**src/rtl/flseq_pkg.sv**
```systemverilog
package flseq_pkg;
  typedef enum logic [3:0] {
    ST_IDLE, ST_RST, ST_IDCMD, ST_IDRD, ST_IDRST, ST_ULSET, ST_ULCONF,
    ST_CLR, ST_CMD1, ST_CMD2, ST_PCMD, ST_PRD, ST_CLR2, ST_FIN, ST_DONE
  } flseq_st_e;

  localparam logic [2:0] OP_PROG   = 3'd0;
  localparam logic [2:0] OP_BERASE = 3'd1;
  localparam logic [2:0] OP_CERASE = 3'd2;
  localparam logic [2:0] OP_IDENT  = 3'd3;
  localparam logic [2:0] OP_UNLOCK = 3'd4;

  localparam logic [1:0] ERR_OK      = 2'd0;
  localparam logic [1:0] ERR_WRITE   = 2'd1;
  localparam logic [1:0] ERR_ERASE   = 2'd2;
  localparam logic [1:0] ERR_TIMEOUT = 2'd3;

  localparam logic [7:0] C_ARRAY   = 8'hFF;
  localparam logic [7:0] C_IDENT   = 8'h90;
  localparam logic [7:0] C_STATUS  = 8'h70;
  localparam logic [7:0] C_CLRSTAT = 8'h50;
  localparam logic [7:0] C_LOCKSET = 8'h60;
  localparam logic [7:0] C_CONFIRM = 8'hD0;
  localparam logic [7:0] C_PROGRAM = 8'h10;
  localparam logic [7:0] C_ERASE   = 8'h20;
endpackage

```
**src/rtl/flseq_cycle.sv**
```systemverilog
// Maps the sequencer state to the bus cycle it drives (DW must be at least 8).
module flseq_cycle
  import flseq_pkg::*;
#(
  parameter int AW = 6,
  parameter int DW = 16
) (
  input  flseq_st_e        st,
  input  logic             is_prog,
  input  logic [AW-1:0]    op_addr,
  input  logic [AW-1:0]    id_addr,
  input  logic [DW-1:0]    prog_word,
  output logic             we,
  output logic             re,
  output logic [AW-1:0]    addr,
  output logic [DW-1:0]    wdata
);
  logic [7:0] cmd;
  logic       use_word;

  always_comb begin
    we       = 1'b1;
    re       = 1'b0;
    cmd      = C_ARRAY;
    use_word = 1'b0;
    addr     = op_addr;
    case (st)
      ST_RST, ST_IDRST, ST_FIN: cmd = C_ARRAY;
      ST_IDCMD:  begin cmd = C_IDENT; addr = id_addr; end
      ST_IDRD:   begin we = 1'b0; re = 1'b1; addr = id_addr; end
      ST_ULSET:  cmd = C_LOCKSET;
      ST_ULCONF: cmd = C_CONFIRM;
      ST_CLR, ST_CLR2: cmd = C_CLRSTAT;
      ST_CMD1:   cmd = is_prog ? C_PROGRAM : C_ERASE;
      ST_CMD2:   begin cmd = C_CONFIRM; use_word = is_prog; end
      ST_PCMD:   cmd = C_STATUS;
      ST_PRD:    begin we = 1'b0; re = 1'b1; end
      default:   we = 1'b0;
    endcase
    wdata = use_word ? prog_word : {{(DW-8){1'b0}}, cmd};
  end
endmodule

```
**src/rtl/flseq_status.sv**
```systemverilog
// Decodes a polled status word into ready and fault.
module flseq_status (
  input  logic ready_bit,
  input  logic vpp_bit,
  input  logic prog_bit,
  input  logic erase_bit,
  input  logic lock_bit,
  input  logic is_erase,
  output logic ready,
  output logic fault
);
  assign ready = ready_bit;
  assign fault = vpp_bit | prog_bit | lock_bit | (is_erase & erase_bit);
endmodule

```
**src/rtl/flseq_polltimer.sv**
```systemverilog
// Counts not-ready status reads; flags the read that uses up the budget.
module flseq_polltimer #(
  parameter int LIMIT = 64
) (
  input  logic clk,
  input  logic rst_n,
  input  logic clr,
  input  logic miss,
  output logic last
);
  localparam int CW = $clog2(LIMIT + 1);
  logic [CW-1:0] cnt_q, cnt_d;

  always_comb begin
    cnt_d = cnt_q;
    if (clr)       cnt_d = '0;
    else if (miss) cnt_d = cnt_q + 1'b1;
  end

  always_ff @(posedge clk or negedge rst_n) begin
    if (!rst_n)            cnt_q <= '0;
    else if (clr || miss)  cnt_q <= cnt_d;
  end

  assign last = miss && (cnt_q == CW'(LIMIT - 1));
endmodule

```
**src/rtl/flash_op_seq.sv**
```systemverilog
module flash_op_seq
  import flseq_pkg::*;
#(
  parameter int DW         = 16,
  parameter int NBLK       = 4,
  parameter int BLK_W      = 4,
  parameter int POLL_LIMIT = 64,
  localparam int IW        = $clog2(NBLK),
  localparam int AW        = IW + BLK_W
) (
  input  logic          clk,
  input  logic          rst_n,
  input  logic [2:0]    req_op,
  input  logic [AW-1:0] req_addr,
  input  logic [DW-1:0] req_wdata,
  input  logic          req_start,
  output logic          req_done,
  output logic [1:0]    req_err,
  output logic [DW-1:0] req_rdata,
  output logic [AW-1:0] fl_addr,
  output logic [DW-1:0] fl_wdata,
  input  logic [DW-1:0] fl_rdata,
  output logic          fl_we,
  output logic          fl_re,
  input  logic          fl_ready
);
  // reset: asserted at once, released after two clock edges
  logic [1:0] rsync_q;
  logic       rst_i_n;
  always_ff @(posedge clk or negedge rst_n) begin
    if (!rst_n) rsync_q <= 2'b00;
    else        rsync_q <= {rsync_q[0], 1'b1};
  end
  assign rst_i_n = rsync_q[1];

  flseq_st_e     st_q, st_d;
  logic [2:0]    op_q;
  logic [AW-1:0] addr_q, addr_ld;
  logic [DW-1:0] wdata_q, rdata_q;
  logic [IW-1:0] blk_q;
  logic [1:0]    err_q, err_d;
  logic          ld_req, ld_err, ld_rdata, adv_blk;
  logic          acc, is_prog, is_erase, st_ready, st_fault, poll_last;
  logic          op_ok, req_erase;
  logic [AW-1:0] id_addr;

  assign acc       = fl_ready && (fl_we || fl_re);
  assign is_prog   = (op_q == OP_PROG);
  assign is_erase  = (op_q == OP_BERASE) || (op_q == OP_CERASE);
  assign op_ok     = (req_op <= OP_UNLOCK);
  assign req_erase = (req_op == OP_BERASE);
  assign id_addr   = is_erase ? {addr_q[AW-1:2], 2'b10} : addr_q;
  assign addr_ld   = (req_op == OP_CERASE) ? '0 :
                     req_erase ? {req_addr[AW-1:BLK_W], {BLK_W{1'b0}}} : req_addr;

  flseq_cycle #(.AW(AW), .DW(DW)) u_cycle (
    .st(st_q), .is_prog(is_prog), .op_addr(addr_q), .id_addr(id_addr),
    .prog_word(wdata_q), .we(fl_we), .re(fl_re), .addr(fl_addr), .wdata(fl_wdata)
  );

  flseq_status u_status (
    .ready_bit(fl_rdata[7]), .vpp_bit(fl_rdata[3]), .prog_bit(fl_rdata[4]),
    .erase_bit(fl_rdata[5]), .lock_bit(fl_rdata[1]), .is_erase(is_erase),
    .ready(st_ready), .fault(st_fault)
  );

  flseq_polltimer #(.LIMIT(POLL_LIMIT)) u_poll (
    .clk(clk), .rst_n(rst_i_n), .clr(st_q == ST_CMD2),
    .miss((st_q == ST_PRD) && acc && !st_ready), .last(poll_last)
  );

  // next state
  always_comb begin
    st_d     = st_q;
    err_d    = err_q;
    ld_req   = 1'b0;
    ld_err   = 1'b0;
    ld_rdata = 1'b0;
    adv_blk  = 1'b0;
    case (st_q)
      ST_IDLE: if (req_start && op_ok) begin ld_req = 1'b1; st_d = ST_RST; end
      ST_RST: if (acc)
        st_d = (op_q == OP_UNLOCK) ? ST_ULSET : (is_prog ? ST_CMD1 : ST_IDCMD);
      ST_IDCMD: if (acc) st_d = ST_IDRD;
      ST_IDRD: if (acc) begin
        ld_rdata = 1'b1;
        st_d = (op_q == OP_IDENT) ? ST_FIN : ST_IDRST;
      end
      ST_IDRST:  if (acc) st_d = rdata_q[0] ? ST_ULSET : ST_CLR;
      ST_ULSET:  if (acc) st_d = ST_ULCONF;
      ST_ULCONF: if (acc) st_d = (op_q == OP_UNLOCK) ? ST_FIN : ST_CLR;
      ST_CLR:    if (acc) st_d = ST_CMD1;
      ST_CMD1:   if (acc) st_d = ST_CMD2;
      ST_CMD2:   if (acc) st_d = ST_PCMD;
      ST_PCMD:   if (acc) st_d = ST_PRD;
      ST_PRD: if (acc) begin
        if (!st_ready) begin
          if (poll_last) begin err_d = ERR_TIMEOUT; ld_err = 1'b1; st_d = ST_FIN; end
          else st_d = ST_PCMD;
        end else if (st_fault) begin
          err_d  = is_prog ? ERR_WRITE : ERR_ERASE;
          ld_err = 1'b1;
          st_d   = ST_FIN;
        end else begin
          st_d = is_prog ? ST_CLR2 : ST_FIN;
        end
      end
      ST_CLR2: if (acc) st_d = ST_FIN;
      ST_FIN: if (acc) begin
        if (op_q == OP_CERASE && err_q == ERR_OK && blk_q != IW'(NBLK - 1)) begin
          adv_blk = 1'b1;
          st_d    = ST_RST;
        end else st_d = ST_DONE;
      end
      ST_DONE: st_d = ST_IDLE;
      default: st_d = ST_IDLE;
    endcase
  end

  // registers
  always_ff @(posedge clk or negedge rst_i_n) begin
    if (!rst_i_n) begin
      st_q    <= ST_IDLE;
      op_q    <= OP_PROG;
      addr_q  <= '0;
      wdata_q <= '0;
      blk_q   <= '0;
      err_q   <= ERR_OK;
      rdata_q <= '0;
    end else begin
      st_q <= st_d;
      if (ld_req) begin
        op_q    <= req_op;
        wdata_q <= req_wdata;
        addr_q  <= addr_ld;
        blk_q   <= (req_op == OP_CERASE) ? '0 : req_addr[AW-1:BLK_W];
        err_q   <= ERR_OK;
      end else if (adv_blk) begin
        blk_q  <= blk_q + 1'b1;
        addr_q <= {blk_q + 1'b1, {BLK_W{1'b0}}};
      end
      if (ld_err)   err_q   <= err_d;
      if (ld_rdata) rdata_q <= fl_rdata;
    end
  end

  assign req_done  = (st_q == ST_DONE);
  assign req_err   = err_q;
  assign req_rdata = rdata_q;
endmodule

```
**config.mk**
```make
export PLATFORM = sky130hd
export DESIGN_NAME = flash_op_seq
export DESIGN_NICKNAME = d
export VERILOG_FILES = /design/src/rtl/flseq_pkg.sv /design/src/rtl/flseq_cycle.sv /design/src/rtl/flseq_status.sv /design/src/rtl/flseq_polltimer.sv /design/src/rtl/flash_op_seq.sv
export SDC_FILE = /design/constraint.sdc
export NUM_CORES = 1
export LEC_CHECK = 0
export BUFFER_PORTS_ARGS = -buffer_cell sky130_fd_sc_hd__buf_2
export CORE_ASPECT_RATIO = 0.75
export CORE_MARGIN = 3
export CORE_UTILIZATION = 56
export CTS_CLUSTER_SIZE = 10
export DETAILED_ROUTE_END_ITERATION = 10
export PLACE_DENSITY = 0.93
export SYNTH_ARGS = -nofsm -noshare
export SYNTH_HDL_FRONTEND = slang
export SYNTH_HIERARCHICAL = 1
export SYNTH_SLANG_ARGS = --single-unit
```
**constraint.sdc**
```tcl
create_clock -name clk -period 4.2 [get_ports clk]
set_input_delay 0.42 -clock clk [delete_from_list [all_inputs] [get_ports clk]]
set_output_delay 0.42 -clock clk [all_outputs]
set_load 0.01 [all_outputs]
```
==> metrics.md, run 1 <==
| Metric | Value |
|---|---|
| Outcome | `finished clean` |
| Crit start category | `register` |
| Gr ovfl total | `0` |
| CTS Buf Count | `5` |
| CTS Buffer Depth | `2` |
| Worst path top cell family by delay | `simple AND/OR/NAND/NOR gates` |
| Drt first pass iters | `5` |
| Fill count | `371` |
| Final cycle utilization of the critical path | `0.775` |
| I/O pin cnt | `88` |
| Via count | `2769` |
| Share of the yosys chip area belonging to registers | `0.451` |
| Clock skew | `0.00577 ns` |
| Reg2reg start | `st_q[3]` |
| Leading area contributor after synthesis | `dfrtp_1` |
| Worst Hold Path Cells | `3` |
| Post-synthesis cell type count | `61` |
| Worst-path clk slew | `0.11 ns` |
| Max stage delay on crit path | `0.60 ns` |
| Max Fclk | `307 MHz` |
| Initial Utilization | `0.608` |
| Area delta synth->final | `18.8%` |
| Slew Limit Headroom | `0.444` |
| Slew @ Worst Pin | `0.832 ns` |
| Vert. Die Dim | `70.5 um` |
| RSZ-0062 raised after global routing | `false` |
| IO Port Bufs | `87` |
| Worst flop-to-flop path endpoint | `st_q[1]` |
| Synthesis-stage register bit count | `56` |
| Final non-filler cell total | `481` |
| N_diodes | `0` |
| # setup viols final | `0` |
| Worst-Skew Late Latency | `0.32 ns` |
| Mapped Area | `0.00311 mm^2` |
| Critical Path AT | `3.47 ns` |
| Antenna violations before repair | `0` |
| DIE AREA | `0.00649 mm^2` |
| DIE WIDTH | `92.1 um` |
| Vias in the first global route | `2767` |
| Share of cells above drive strength 1 | `0.345` |
| Hold crit path type | `in2reg` |
| Post-synth top area share | `0.451` |
| Register area | `0.00140 mm^2` |
| Core Region | `0.00512 mm^2` |
| Mapped Nets | `372` |
| Post-synth ARST share | `1.00` |
| Placed Cells incl. Taps | `472` |
| CP Class | `reg2reg` |
| Crit-path cells | `nand2_1, nand2_1, a21oi_1, o21a_1, nand2_1, nor2_1, nand4_4, or3_1, inv_1, nor2_1, nand2_1, o31ai_1, o31a_1, a31o_1` |
| DRT iter0 DRCs | `388` |
| Max stage delay cell, worst path | `dfrtp_1` |
| Worst Path Required | `4.42 ns` |
| Endpoints failing hold | `0` |
| First-pass GRT wire length | `13000 um` |
| Multi-input combinational cell area | `0.00159 mm^2` |
| H-tree depth | `2` |
| Final wirelength | `7700 um` |
| DP Wirelength | `5530 um` |
| Max Cap Viol | `0` |
| Largest net degree at the start of global routing | `55` |
| DR WL/cell | `16.0 um` |
| PwrDens | `679 mW/mm^2` |
| End of the worst hold path | `wdata_q[7]` |
| Top FF cell, synth | `dfrtp_1` |
| Crit path top cell by count | `nand2_1` |
| Total GRT Usage | `0.247` |
| Post-Syn Instances | `325` |
| Top cells by area, synth | `dfrtp_1 45%, mux2_2 8.7%, nand2_1 8.1%` |
| Synth top cells by count | `67 x nand2_1, 56 x dfrtp_1, 24 x mux2_2, 21 x nor2_1, 17 x a21oi_1` |
| Min-delay src | `req_wdata[7]` |
| R2R setup slack | `0.94 ns` |
| Post-CTS setup buffer count | `0` |
| TritonCTS clock tree | `built` |
| Vias per cell | `5.76` |
| Post-synth EDFFs | `0` |
| Finished Cell Area | `0.00370 mm^2` |
| Sink Count | `56` |
| Register-to-Register Path Depth | `14` |
| Static Leak | `0.00185 uW` |
| CP endpoint kind | `register` |
| Most frequent cell after synthesis | `nand2_1` |
| Critical Path Fanout Max | `16` |
| Hold Slack | `0.281 ns` |
| Max Slew Vio Count | `0` |
| Buf/Inv on CP | `1` |
| GPL Wtd Cong | `0.943` |
| Final nets | `455` |
| VDD IR max | `388 uV` |
| Detailed-route DRC error count | `0` |
| Post-route ant nets | `0` |
| Yosys warns | `6` |
| FP Rows | `22` |
| Root Driver | `clkbuf_8` |
| Average size of a mapped cell | `9.57 um^2` |
| Post-DP Area | `0.00359 mm^2` |
| Fin Setup TNS | `0 ns` |
| Final critical-path required period | `3.26 ns` |
[timing repair]
action / CTS / global route
hold endpoints to repair: 2 / 0
resized for setup: 0 / 0
hold buffers: 1 / 0
[layer usage]
layer  up-vias  GRT usage  share of wire
li1       1295          -              -
met1      1314      0.333           0.41
met2       143      0.396           0.48
met3        17     0.0680          0.091
met4         0     0.0758          0.016
met5         -          0              0
[state kept, by name, summed over array words and instances, names as in the netlist]
signal,count
req_rdata,16
wdata_q,16
u_poll/cnt_q,7
addr_q,6
st_q,4
op_q,3
req_err,2
rsync_q,2
[cells in the final DEF, fill, tap and decap left out, types with 2 or more instances in the layout]
master / count
buf_2: 87
nor4_1: 2
and2_1: 10
nor2b_1: 2
clkbuf_8: 5
nor4_4: 2
or3_1: 2
nor3_1: 5
o21ai_0: 11
nand2b_1: 9
nor3b_1: 3
buf_4: 6
mux2i_1: 3
dfrtp_1: 55
nand2_1: 67
a22oi_1: 2
inv_1: 6
o21bai_1: 2
nand4_1: 3
o31ai_1: 3
a21oi_1: 17
nand3_1: 2
nand3b_1: 3
inv_6: 2
o211ai_1: 2
a21o_1: 3
nor2_1: 21
xnor2_1: 2
ha_1: 2
a31oi_1: 3
xor2_1: 3
o21ai_1: 3
a22o_1: 5
mux2_2: 24
and3b_1: 2
or2_2: 2
[area by class of cell]
cell class,instances,share of cell area
Sequential cell,56,0.379
Inverter,7,0.00745
Clock buffer,5,0.0186
Tap cell,72,0.0244
Timing Repair Buffer,94,0.133
Clock inverter,3,0.00779
Multi-Input combinational cell,244,0.430
[cells by family after synthesis]
family | count (synthesis) | share of synthesized area
other | 1 | 0.00121
XOR/XNOR | 5 | 0.0141
buffers and inverters | 25 | 0.0390
adder cells (fa/ha/maj) | 2 | 0.00804
multiplexers | 29 | 0.105
AND/OR/NAND/NOR | 147 | 0.256
AO/OA/AOI/OAI | 60 | 0.126
flip-flops | 56 | 0.451
[report_power, final]
group	switching, uW	internal [uW]	total, uW
Sequential	182	753	935
Clock	197	126	323
Combinational	684	568	1250
Total	1060	1450	2510
[metrics by stage]
stage	total power, uW	utilization	setup slack, ns
after floorplan	1770	-	1.23
after global placement	2110	0.701	1.23
after detailed placement	2180	0.701	1.09
after CTS	2510	0.722	1.02
after global routing	2700	0.722	0.626
final	2510	0.722	0.945
[worst min-delay path, stage by stage]
cell and delay (ns):
buf_2 0.07, nand2_1 0.04, nand2_1 0.04
[how the worst max path moves through the flow]
stage	startpoint	endpoint	slack [ns]	cells after the start
finish	st_q[3]	st_q[1]	0.94	14
global route	st_q[3]	st_q[1]	0.63	14
CTS	st_q[3]	st_q[1]	1.02	14
detailed placement	st_q[2]	st_q[1]	1.09	14
global placement	st_q[3]	st_q[1]	1.23	14
floorplan	st_q[2]	st_q[1]	1.23	16
(Power assumes the default switching activity.)
==> inputs of run 2 (changes only) <==
--- a/config.mk
+++ b/config.mk
@@ -5,13 +5,14 @@
 export SDC_FILE = /design/constraint.sdc
 export NUM_CORES = 1
 export LEC_CHECK = 0
+export ABC_AREA = 1
 export BUFFER_PORTS_ARGS = -buffer_cell sky130_fd_sc_hd__buf_2
 export CORE_ASPECT_RATIO = 0.75
 export CORE_MARGIN = 3
-export CORE_UTILIZATION = 56
+export CORE_UTILIZATION = 48
 export CTS_CLUSTER_SIZE = 10
 export DETAILED_ROUTE_END_ITERATION = 10
-export PLACE_DENSITY = 0.93
+export PLACE_DENSITY = 0.85
 export SYNTH_ARGS = -nofsm -noshare
 export SYNTH_HDL_FRONTEND = slang
 export SYNTH_HIERARCHICAL = 1
==> constraint.sdc (replaced) <==
create_clock -name clk -period 2.9 [get_ports clk]
set_input_delay 0.29 -clock clk [delete_from_list [all_inputs] [get_ports clk]]
set_output_delay 0.29 -clock clk [all_outputs]
set_load 0.01 [all_outputs]
==> metrics.md, run 2 <==
| Metric | Value |
|---|---|
| Synthesis-stage register bit count | `56 (unchanged)` |
| Worst Hold Path Cells | `3 (unchanged)` |
| Fin Setup TNS | `0 ns (unchanged)` |
| Post-synth top area share | `0.427 (-0.0230)` |
| DIE WIDTH | `101 um (+10%)` |
| Total GRT Usage | `0.202 (-0.0453)` |
| Register-to-Register Path Depth | `14 (unchanged)` |
| Post-synthesis cell type count | `30 (-51%)` |
| Max Cap Viol | `0 (unchanged)` |
| CP Class | `reg2reg` |
| Slew Limit Headroom | `0.541 (+0.0973)` |
| H-tree depth | `2 (unchanged)` |
| Most frequent cell after synthesis | `nand2_1` |
| TritonCTS clock tree | `built` |
| R2R setup slack | `0.41 ns (-0.53 ns)` |
| DIE AREA | `0.00787 mm^2 (+21%)` |
| Final Power | `3680 uW (+47%)` |
| Largest net degree at the start of global routing | `32 (-42%)` |
| Antenna violations before repair | `0 (unchanged)` |
| Average size of a mapped cell | `7.59 um^2 (-21%)` |
| Top cells by area, synth | `dfrtp_1 43%, nand2_1 16%, nor2_1 6.6%` |
| Final wirelength | `7570 um (-1.7%)` |
| Vert. Die Dim | `77.6 um (+10%)` |
| Sink Count | `56 (unchanged)` |
| Final cycle utilization of the critical path | `0.858 (+0.0831)` |
| CTS Buffer Depth | `2 (unchanged)` |
| Reg2reg start | `st_q[1]` |
| GPL Wtd Cong | `0.887 (-5.9%)` |
| FP Rows | `25 (+14%)` |
| Finished Cell Area | `0.00385 mm^2 (+4.1%)` |
| RSZ-0062 raised after global routing | `false` |
| Drt first pass iters | `5 (unchanged)` |
| DRT iter0 DRCs | `237 (-39%)` |
| Worst Path Required | `3.10 ns (-1.32 ns)` |
| Max Slew Vio Count | `0 (unchanged)` |
| End of the worst hold path | `wdata_q[14]` |
| I/O pin cnt | `88 (unchanged)` |
| Via count | `3042 (+9.9%)` |
| Worst flop-to-flop path endpoint | `req_err[0]` |
| Clock skew | `0.0110 ns (+0.00521 ns)` |
| Sequential share of power | `0.362 (-0.011)` |
| Final nets | `567 (+25%)` |
| Core Region | `0.00644 mm^2 (+26%)` |
| Vias in the first global route | `2938 (+6.2%)` |
| Internal power | `2040 uW (+41%)` |
| Share of the yosys chip area belonging to registers | `0.427 (-0.0230)` |
| CTS Buf Count | `5 (unchanged)` |
| Slew @ Worst Pin | `0.688 ns (-0.144 ns)` |
| Outcome | `finished clean` |
| Root Driver | `clkbuf_8` |
| Critical Path AT | `2.69 ns (-0.78 ns)` |
| Vias per cell | `5.05 (-12%)` |
| Critical Path Fanout Max | `15 (-1)` |
| Sw Ratio | `0.447 (+0.0238)` |
| Commonest non-fill, non-tap cell in the layout | `nand2_1` |
| Worst-path clk slew | `0.10 ns (about the same)` |
| VDD IR max | `529 uV (+36%)` |
| Mapped Nets | `479 (+29%)` |
| Leading area contributor after synthesis | `dfrtp_1` |
| Initial Utilization | `0.509 (-0.0988)` |
| Detailed-route DRC error count | `0 (unchanged)` |
| Mapped Area | `0.00328 mm^2 (+5.4%)` |
| P_sw | `1650 uW (+55%)` |
| N_diodes | `0 (unchanged)` |
| Min-delay src | `req_wdata[14]` |
| Crit start category | `register` |
| First-pass GRT wire length | `13000 um (+0.11%)` |
| Post-Route Utilization | `0.597 (-0.125)` |
| DP Wirelength | `5960 um (+7.9%)` |
| Gr ovfl total | `0 (unchanged)` |
| CP endpoint kind | `register` |
| Combinational power share | `0.518 (+0.019)` |
| Static Leak | `0.00224 uW (+21%)` |
| Post-Syn Instances | `432 (+33%)` |
| Final critical-path required period | `2.49 ns (-0.767 ns)` |
| Post-DP Area | `0.00374 mm^2 (+4.3%)` |
| IO Port Bufs | `87 (unchanged)` |
| PwrDens | `957 mW/mm^2 (+41%)` |
| Post-route ant nets | `0 (unchanged)` |
| Max Fclk | `402 MHz (+31%)` |
| Worst-Skew Late Latency | `0.31 ns (about the same)` |
| Share of cells above drive strength 1 | `0.294 (-0.0511)` |
| Post-synth ARST share | `1.00 (unchanged)` |
| Most frequent cells in the layout | `144 x nand2_1, 87 x buf_2, 58 x nor2_1` |
| Yosys warns | `6 (unchanged)` |
| Hold crit path type | `in2reg` |
| # setup viols final | `0 (unchanged)` |
| Clock power share | `0.119 (-0.010)` |
| Synth top cells by count | `144 x nand2_1, 58 x nor2_1, 56 x dfrtp_1, 44 x inv_1, 29 x nand3_1` |
| Top FF cell, synth | `dfrtp_1` |
| Post-CTS setup buffer count | `0 (unchanged)` |
| Endpoints failing hold | `0 (unchanged)` |
| DR WL/cell | `12.6 um (-21%)` |
| Fill count | `612 (+65%)` |
| Post-synth EDFFs | `0 (unchanged)` |
| Area delta synth->final | `17.4%` |
## run 2: per-layer routing
metal  share of wire  global-route usage  up-vias
met3           0.063              0.0359        9
li1                -                   -     1516
met2            0.47               0.322      103
met1            0.46               0.283     1414
met4           0.012              0.0544        0
met5               0                   0        -
## run 2: worst max-delay path by stage
stage / slack [ns] / cells past startpoint / from / to
after floorplan: 0.69 / 12 / st_q[0] / req_err[1]
after global placement: 0.60 / 14 / st_q[1] / req_err[0]
after detailed placement: 0.36 / 14 / st_q[1] / req_err[0]
after CTS: 0.37 / 14 / st_q[1] / req_err[0]
after global routing: 0.16 / 14 / st_q[1] / req_err[1]
final: 0.41 / 14 / st_q[1] / req_err[0]
## run 2: stage by stage
step | cells | hold slack (ns) | setup WS (ns)
after global placement | 593 | 0.0742 | 0.601
after CTS | 602 | 0.169 | 0.368
after detailed placement | 593 | 0.0820 | 0.361
final | 602 | 0.171 | 0.411
after floorplan | 432 | -0.00559 | 0.688
after global routing | 602 | 0.170 | 0.161
## run 2: logic make-up after synthesis
| logic type | synth area share |
|---|---|
| AND/OR/NAND/NOR | 0.344 |
| AO/OA/AOI/OAI | 0.0477 |
| other | 0.00114 |
| multiplexers | 0.0813 |
| adder cells (fa/ha/maj) | 0.00763 |
| flip-flops | 0.427 |
| buffers and inverters | 0.0912 |
## run 2: what timing repair did
item / in CTS / in global routing
hold buffers: 1 / 0
resized for setup: 0 / 1
hold endpoints to repair: 2 / 0
endpoints found under the setup margin: 0 / 2
## run 2: final cells by class
cell class,instances,area (um^2),area share
flip-flops and latches,56,1400,0.365
clock buffers,7,86.3,0.0224
clock inverters,1,7.51,0.00195
inverters,54,203,0.0527
well taps,81,101,0.0263
multi-input cells,312,1580,0.410
repair buffers,91,468,0.122
## run 2: critical path, cell delays in order, from the launching register on
cell and delay [ns]:
dfrtp_2 0.54, inv_2 0.10, nor2_1 0.21, nand2_1 0.13
o2111ai_1 0.14, o21ai_1 0.18, nor3_1 0.22, buf_4 0.17
nand4_1 0.09, nor2_1 0.10, nor2_1 0.07, nor2_1 0.10
nand3_1 0.14, nand3_1 0.10, o21ai_0 0.09
## run 2: power groups by stage
| stage | logic (uW) | registers (uW) | clock network [uW] |
|---|---|---|---|
| 2_1_floorplan | 1340 | 1330 | 0 |
| 3_3_place_gp | 1870 | 1320 | 0 |
| 3_5_place_dp | 1910 | 1340 | 0 |
| 4_1_cts | 1920 | 1330 | 456 |
| 5_1_grt | 2150 | 1380 | 492 |
| 6_report | 1910 | 1330 | 439 |
